==> src/rtl/split_xact_fsm.sv <==
module split_xact_fsm #(
  parameter int         FIDX_W    = 14,
  parameter logic [1:0] CERR_INIT = 2'd3
) (
  input  logic              clk,
  input  logic              rst_n,
  input  logic              init,
  input  logic              slot,
  input  logic [FIDX_W-1:0] frindex,
  input  logic [7:0]        s_mask,
  input  logic [7:0]        c_mask,
  input  logic              res_valid,
  input  logic [2:0]        res_code,
  output logic              ss_req,
  output logic              cs_req,
  output logic              in_cpl,
  output logic              halted,
  output logic [1:0]        err_cnt,
  output logic [7:0]        prog_mask,
  output logic [4:0]        frame_tag
);
  typedef enum logic [1:0] {ST_START, ST_CPL, ST_WAIT, ST_HALT} st_t;

  localparam logic [2:0] RC_DONE = 3'd0, RC_NYET = 3'd1, RC_MDATA = 3'd2, RC_XERR = 3'd3,
                         RC_BABBLE = 3'd4, RC_DLOSS = 3'd5, RC_STALL = 3'd6;

  st_t        st;
  logic [2:0] uf, prev_uf, ss_uf;
  logic [7:0] ubit, cm_low;
  logic [4:0] fr, tag_want;
  logic       prev_ok, tag_ok, ss_go, cs_go;

  assign uf       = frindex[2:0];
  assign fr       = frindex[7:3];
  assign ubit     = 8'd1 << uf;
  assign prev_uf  = uf - 3'd1;
  assign cm_low   = c_mask & (~c_mask + 8'd1);
  assign prev_ok  = (cm_low == ubit) || (prog_mask[prev_uf] && c_mask[prev_uf]);
  assign tag_want = (uf > ss_uf) ? frame_tag : 5'(frame_tag + 5'd1);
  assign tag_ok   = (fr == tag_want);
  assign ss_go    = slot && |(s_mask & ubit);
  assign cs_go    = slot && |(c_mask & ubit) && prev_ok && tag_ok;

  assign halted = (st == ST_HALT);
  assign in_cpl = (st == ST_CPL) || (st == ST_WAIT);

  always_ff @(posedge clk or negedge rst_n) begin
    if (!rst_n) begin
      st        <= ST_START;
      err_cnt   <= CERR_INIT;
      prog_mask <= 8'h00;
      frame_tag <= 5'd0;
      ss_uf     <= 3'd0;
      ss_req    <= 1'b0;
      cs_req    <= 1'b0;
    end else if (init) begin
      st        <= ST_START;
      err_cnt   <= CERR_INIT;
      prog_mask <= 8'h00;
      frame_tag <= 5'd0;
      ss_uf     <= 3'd0;
      ss_req    <= 1'b0;
      cs_req    <= 1'b0;
    end else begin
      ss_req <= 1'b0;
      cs_req <= 1'b0;
      case (st)
        ST_START: if (ss_go) begin
          ss_req    <= 1'b1;
          prog_mask <= 8'h00;
          frame_tag <= fr;
          ss_uf     <= uf;
          st        <= ST_CPL;
        end
        ST_CPL: if (cs_go) begin
          cs_req    <= 1'b1;
          prog_mask <= prog_mask | ubit;
          st        <= ST_WAIT;
        end
        ST_WAIT: if (res_valid) begin
          case (res_code)
            RC_DONE:           st <= ST_START;
            RC_NYET, RC_MDATA: st <= ST_CPL;
            RC_XERR: begin
              if (err_cnt <= 2'd1) begin
                err_cnt <= 2'd0;
                st      <= ST_HALT;
              end else begin
                err_cnt <= err_cnt - 2'd1;
                cs_req  <= 1'b1;
              end
            end
            RC_BABBLE, RC_DLOSS, RC_STALL: st <= ST_HALT;
            default: ;
          endcase
        end
        default: ;
      endcase
    end
  end
endmodule

==> config.mk <==
export PLATFORM = sky130hd
export DESIGN_NAME = split_xact_fsm
export DESIGN_NICKNAME = d
export VERILOG_FILES = /design/src/rtl/split_xact_fsm.sv
export SDC_FILE = /design/constraint.sdc
export NUM_CORES = 1
export LEC_CHECK = 0
export BUFFER_PORTS_ARGS = -buffer_cell sky130_fd_sc_hd__buf_2
export CAP_MARGIN = 15
export CORE_MARGIN = 5
export CORE_UTILIZATION = 46
export CTS_CLUSTER_SIZE = 10
export DETAILED_ROUTE_END_ITERATION = 8
export PLACE_DENSITY = 0.72
export SLEW_MARGIN = 20
export SYNTH_ARGS = -nofsm -noshare
export SYNTH_HDL_FRONTEND = slang
export SYNTH_SLANG_ARGS = --single-unit
==> constraint.sdc <==
create_clock -name clk -period 2.67 [get_ports clk]
set_input_delay 0.6675 -clock clk [delete_from_list [all_inputs] [get_ports clk]]
set_output_delay 0.6675 -clock clk [all_outputs]
set_load 0.05 [all_outputs]
[Word-level counts from Yosys, hierarchy flattened]
Index checks and enable logic that the tools add are counted.
Storage, ports and cells
  register bits: 22
  logic and storage cells: 96
Cells by class
  add/sub/neg operators: 4
  $lt $le $gt $ge: 3
  eq/ne operators: 16
  shift-type cells: 1
  muxes and demuxes: 36
  bitwise operators: 5
  reductions and logical operators: 24
Operator list (number)
  $and 8x8->8: 3
  $mux 8: 3
  $mux 2: 10
  $mux 5: 4
  $pmux 8 s2: 1
  $reduce_or 8->1: 2
  $mux 1: 10
  $reduce_bool 2->1: 5
  $eq 3x3->1 const B: 3
  $mux 3: 3
  $ne 3x3->1 const B: 3
  $add 8x1->8 const B: 1
  $eq 8x8->1: 1
  $not 8->8: 1
  $or 8x8->8: 1
  $pmux 2 s4: 1
  $shl 1x3->8 const A: 1
  $bmux 1 s3: 2
  $eq 3x2->1 const B: 2
  $ne 6x2->1 const B: 1
  $pmux 2 s3: 1
  $reduce_and 3->1: 2
  $reduce_and 6->1: 1
  $add 5x1->5 const B: 1
  other kinds (20): 26

[Logic depth before layout (Yosys ltp)]
  depth in word-level cells: 10
  gate-level depth with buffers: 12
  gate-level depth less buffers: 9

[Worst setup path after synthesis]
OpenSTA, ideal clock, no wires.
  kind: input to register
  start point: in frindex[0]
  end point: reg st[1]
  library setup time: 0.121 ns
  arrival: 2.807 ns
  required time: 2.549 ns
  setup slack: -0.258 ns
  stages on the path: 10
  path through: clkbuf_1 inv_1 ha_1 nand3_1 a21boi_4 nand3b_1 a2111oi_4 o2111ai_2 a21o_1 a32o_2
Between the ends
  cells in the longest elaborated chain, start to end: 9
  elaborated cells on any way between the ends: 23
Ends and longest elaborated chain
  from (decl): line 9  | input logic [FIDX_W-1:0] frindex,
  $sub 3x1->3: line 36  | assign prev_uf = uf - 3'd1;
  $bmux 1 s3: line 38  | assign prev_ok = (cm_low == ubit) || (prog_mask[prev_uf] && c_mask[prev_uf]);
  $mux 1 (implied by the code): line 38
  $logic_and 1x1->1: line 38
  $logic_or 1x1->1: line 38
  $logic_and 1x1->1 (2 in series): line 42  | assign cs_go = slot && |(c_mask & ubit) && prev_ok && tag_ok;
  $ne 3x3->1 (no source line)
  $reduce_and 6->1 (no source line) (*)
  to (signal assigned): line 49  | st <= ST_START;
  to (signal assigned): line 57  | st <= ST_START;
  to (signal assigned): line 73  | st <= ST_CPL;
  to (decl): line 27  | st_t st;
Mark *: on every way between the ends. The rest lies on a longest branch, timed or not. The select of a mux whose other input is x is not followed.
A chain may end at the register's enable or synchronous reset.

[Worst setup path in the final report]
  start point: in frindex[2]
  end point: reg st[1]
The elaborated chain is that of the path after synthesis.

==> flow_summary.toml <==
[synthesis]
ys.flop_type = "dfrtp_1"
syn_avg_cell_area_sq_um = 8.877
synth_edf_count = 0
synth_seq_cells = 22
netlist_instances = 211
synth_cell_types = 53
async_flop_share_pct = 100.0
mappedNetlistNets = 263
yosysWarnings = 0
netlist_area_sq_um = 1873
ys_seq_area_share_pct = 29.53

[power]
p_seq_share_pct = 35.4
power_frac_comb_pct = 41.5
p_leak_uw = 0.001182
switching_share_pct = 36.47
peakVddDrop_v = 0.0003013
cellPowerDensity_nw_per_um2 = 414.5
intPower_uw = 658.0
p_switching_uw = 377.6
clkPwrFrac_pct = 23.1

[clock_network]
cts_inserted_buffers = 3
cts_tree = "built"
clockBufferDepth = 2
cts_sinks = 22
htreeDepth = 1
insertion_delay_ns = 0.26
clk_pin_slew_ns = 0.08
cts_hold_buf = 0
clock_tree.root_cell = "clkbuf_8"

[die]
dieArea_sq_um = 5448
coreArea_sq_um = 3971
top_level_ports = 57
fp.dieH_microns = 73.81
initial_core_util_pct = 47.16
die_width_microns = 73.81
rows = 23

[routing]
drt-initial-drc-count = 115
routed_via_density = 5.521
dr.pass1.iters = 4
post_drt_wl_per_cell_microns = 14.78
vias = 1833
drcViolationCount = 0
ant_nets = 0
wl_microns = 4907

[timing]
period_needed_ns = 2.568
slew_headroom_pct = 60.50
hold_violations = 0
holdWs_ns = 0.3599
finalSetupViolCount = 0
skew_ns = 0.004045
max_freq_mhz = 389.4
maxSlewViolCount = 0
worst_pin_slew_ns = 0.5851
finalCritPeriodShare_pct = 96.18
rsz0062_at_grt = "no"

[flow_run]
maxCapViolCount = 0

[global_route]
gr-total-overflow = 0
grt_max_degree = 23
track_usage_pct = 19.43
grt_pass1_vias = 1807
grt_antenna_before_repair = 0
grt_pass1_wl_microns = 8342

[finish]
finalInstanceArea_sq_um = 2499
fill_cells = 339
antenna_cells = 0
layout-drive-gt1-share_pct = 37.59
area_growth_syn_to_layout_pct = 33.40
nets = 335
final_util_pct = 62.92

[outcome]
status = "complete, no violations"

[critical_path]
worstRegToRegCells = 9
cp.required_ns = 2.83
endpoint_kind = "flip-flop"
critPathLaunchType = "primary input"
path_class = "in -> reg"
crit_fanout = 6
cp.arrival_ns = 2.73

[placement]
dp_hpwl_microns = 3859
post_dp_cell_area_sq_um = 2347
io_buffer_count = 50
place_congestion = 0.8562

[worst_hold_path]
hold_class = "in -> async"
-- power groups by stage --
stage                     sequential [uW]  clock [uW]  combinational (uW)
final                                 367         239                 430
after global routing                  369         261                 474
after CTS                             366         251                 403
after detailed placement              373           0                 396
after global placement                372           0                 388
after floorplan                       396           0                 243
-- layout make-up --
class | count | area (sq um) | share of cell area (%)
Tap cell | 50 | 62.56 | 2.504
Sequential cell | 22 | 553.0 | 22.13
Multi-Input combinational cell | 166 | 1333 | 53.33
Timing Repair Buffer | 74 | 432.9 | 17.33
Clock buffer | 4 | 55.05 | 2.203
Inverter | 16 | 62.56 | 2.504
-- layout by cell type (no fill, tap or decap), types with 2 or more instances in the layout --
| cell | n |
|---|---|
| nor4b_2 | 2 |
| xnor2_1 | 8 |
| a211oi_1 | 2 |
| mux2i_1 | 5 |
| nand3_1 | 10 |
| and3_1 | 3 |
| clkbuf_8 | 4 |
| a21oi_1 | 10 |
| nor2b_1 | 4 |
| nor2_1 | 18 |
| nor4_2 | 2 |
| and4_1 | 2 |
| dfstp_2 | 2 |
| dfrtp_1 | 20 |
| nor3_1 | 2 |
| xor2_1 | 2 |
| nor4b_1 | 2 |
| inv_1 | 14 |
| nand2_1 | 19 |
| a22o_1 | 8 |
| nand2b_1 | 3 |
| or3_1 | 2 |
| buf_2 | 49 |
| buf_4 | 25 |
| a22oi_1 | 6 |
| nand3b_1 | 3 |
| ha_4 | 3 |
| o21ai_0 | 9 |
| nor3_2 | 2 |
| ha_2 | 2 |
| a31oi_1 | 2 |
| ha_1 | 9 |
-- synth_stat cells, drive strengths merged (4+ instances only) --
cell type  number  area [sq um]
mux2i           5         50.05
dfrtp          20         500.5
inv            16         60.06
nor2           18         67.56
nand3b          4         33.78
nand3          10         50.05
nor3            4         30.03
ha             14         175.2
a21oi          11         58.81
o21ai           9         45.04
xnor2           8         70.07
a22o            8         70.07
nor2b           4         25.02
clkbuf          6         22.52
a22oi           6         45.04
nor4            4         40.04
nand2          19         71.32
nor4b           4         41.29
-- timing repair --
| item | 4_1_cts | 5_1_grt |
|---|---|---|
| gates resized for setup | 1 | 14 |
| endpoints found under the setup margin | 5 | 11 |
| buffers inserted | 0 | 2 |
| pin swaps | 2 | 8 |
-- kinds of logic (layout without fill, tap and decap cells) --
kind of cell,count (synthesis),count (layout),synth area share [%]
simple gates,80,80,23.85
xor+xnor,11,11,5.545
fa+ha+maj,14,14,9.352
mux,6,6,3.874
flops,22,22,29.53
compound gates,55,55,23.18
buf+inv,23,94,4.676
-- flip-flops by register name (all words and copies together), names as in the netlist --
name / cells
ss_uf: 3
ss_req: 1
prog_mask: 8
err_cnt: 2
st: 2
cs_req: 1
frame_tag: 5
-- layer usage --
metal | vias up | GRT usage, % | share of wire (%)
met1 | 869 | 26.12 | 45
met3 | 7 | 3.146 | 3.7
met2 | 35 | 32.09 | 50
met5 | - | 0 | 0
li1 | 922 | - | -
met4 | 0 | 5.433 | 1.4
-- critical path, stage by stage --
cell and delay (ns):
buf_2 0.13, ha_4 0.30, nand3_1 0.11, a21boi_4 0.17
nand3b_1 0.21, a2111oi_4 0.45, o2111ai_4 0.19, a21o_1 0.24
a32o_2 0.26
-- stage by stage --
stage | setup TNS (ns) | setup slack, ns | std cells | total power, uW
5_1_grt | 0 | 0.01228 | 332 | 1104
2_1_floorplan | 0 | 0.01237 | 211 | 638.1
4_1_cts | 0 | 0.01860 | 330 | 1020
3_3_place_gp | -2.303 | -0.2346 | 326 | 760.4
3_5_place_dp | -2.989 | -0.3165 | 326 | 768.8
6_report | 0 | 0.1021 | 332 | 1036
-- path summary, 6_finish.rpt --
path | start | endpoint | slack [ns]
worst max-delay path | frindex[2] | st[1] | 0.10
worst min-delay path | rst_n | frame_tag[4] | 0.36
worst max register to register | ss_uf[2] | st[1] | 0.20
worst min register to register | err_cnt[1] | err_cnt[1] | 0.51
max in group asynchronous | rst_n | err_cnt[0] | 1.95
min in group clk | err_cnt[1] | err_cnt[1] | 0.51
(Power assumes the default switching activity.)
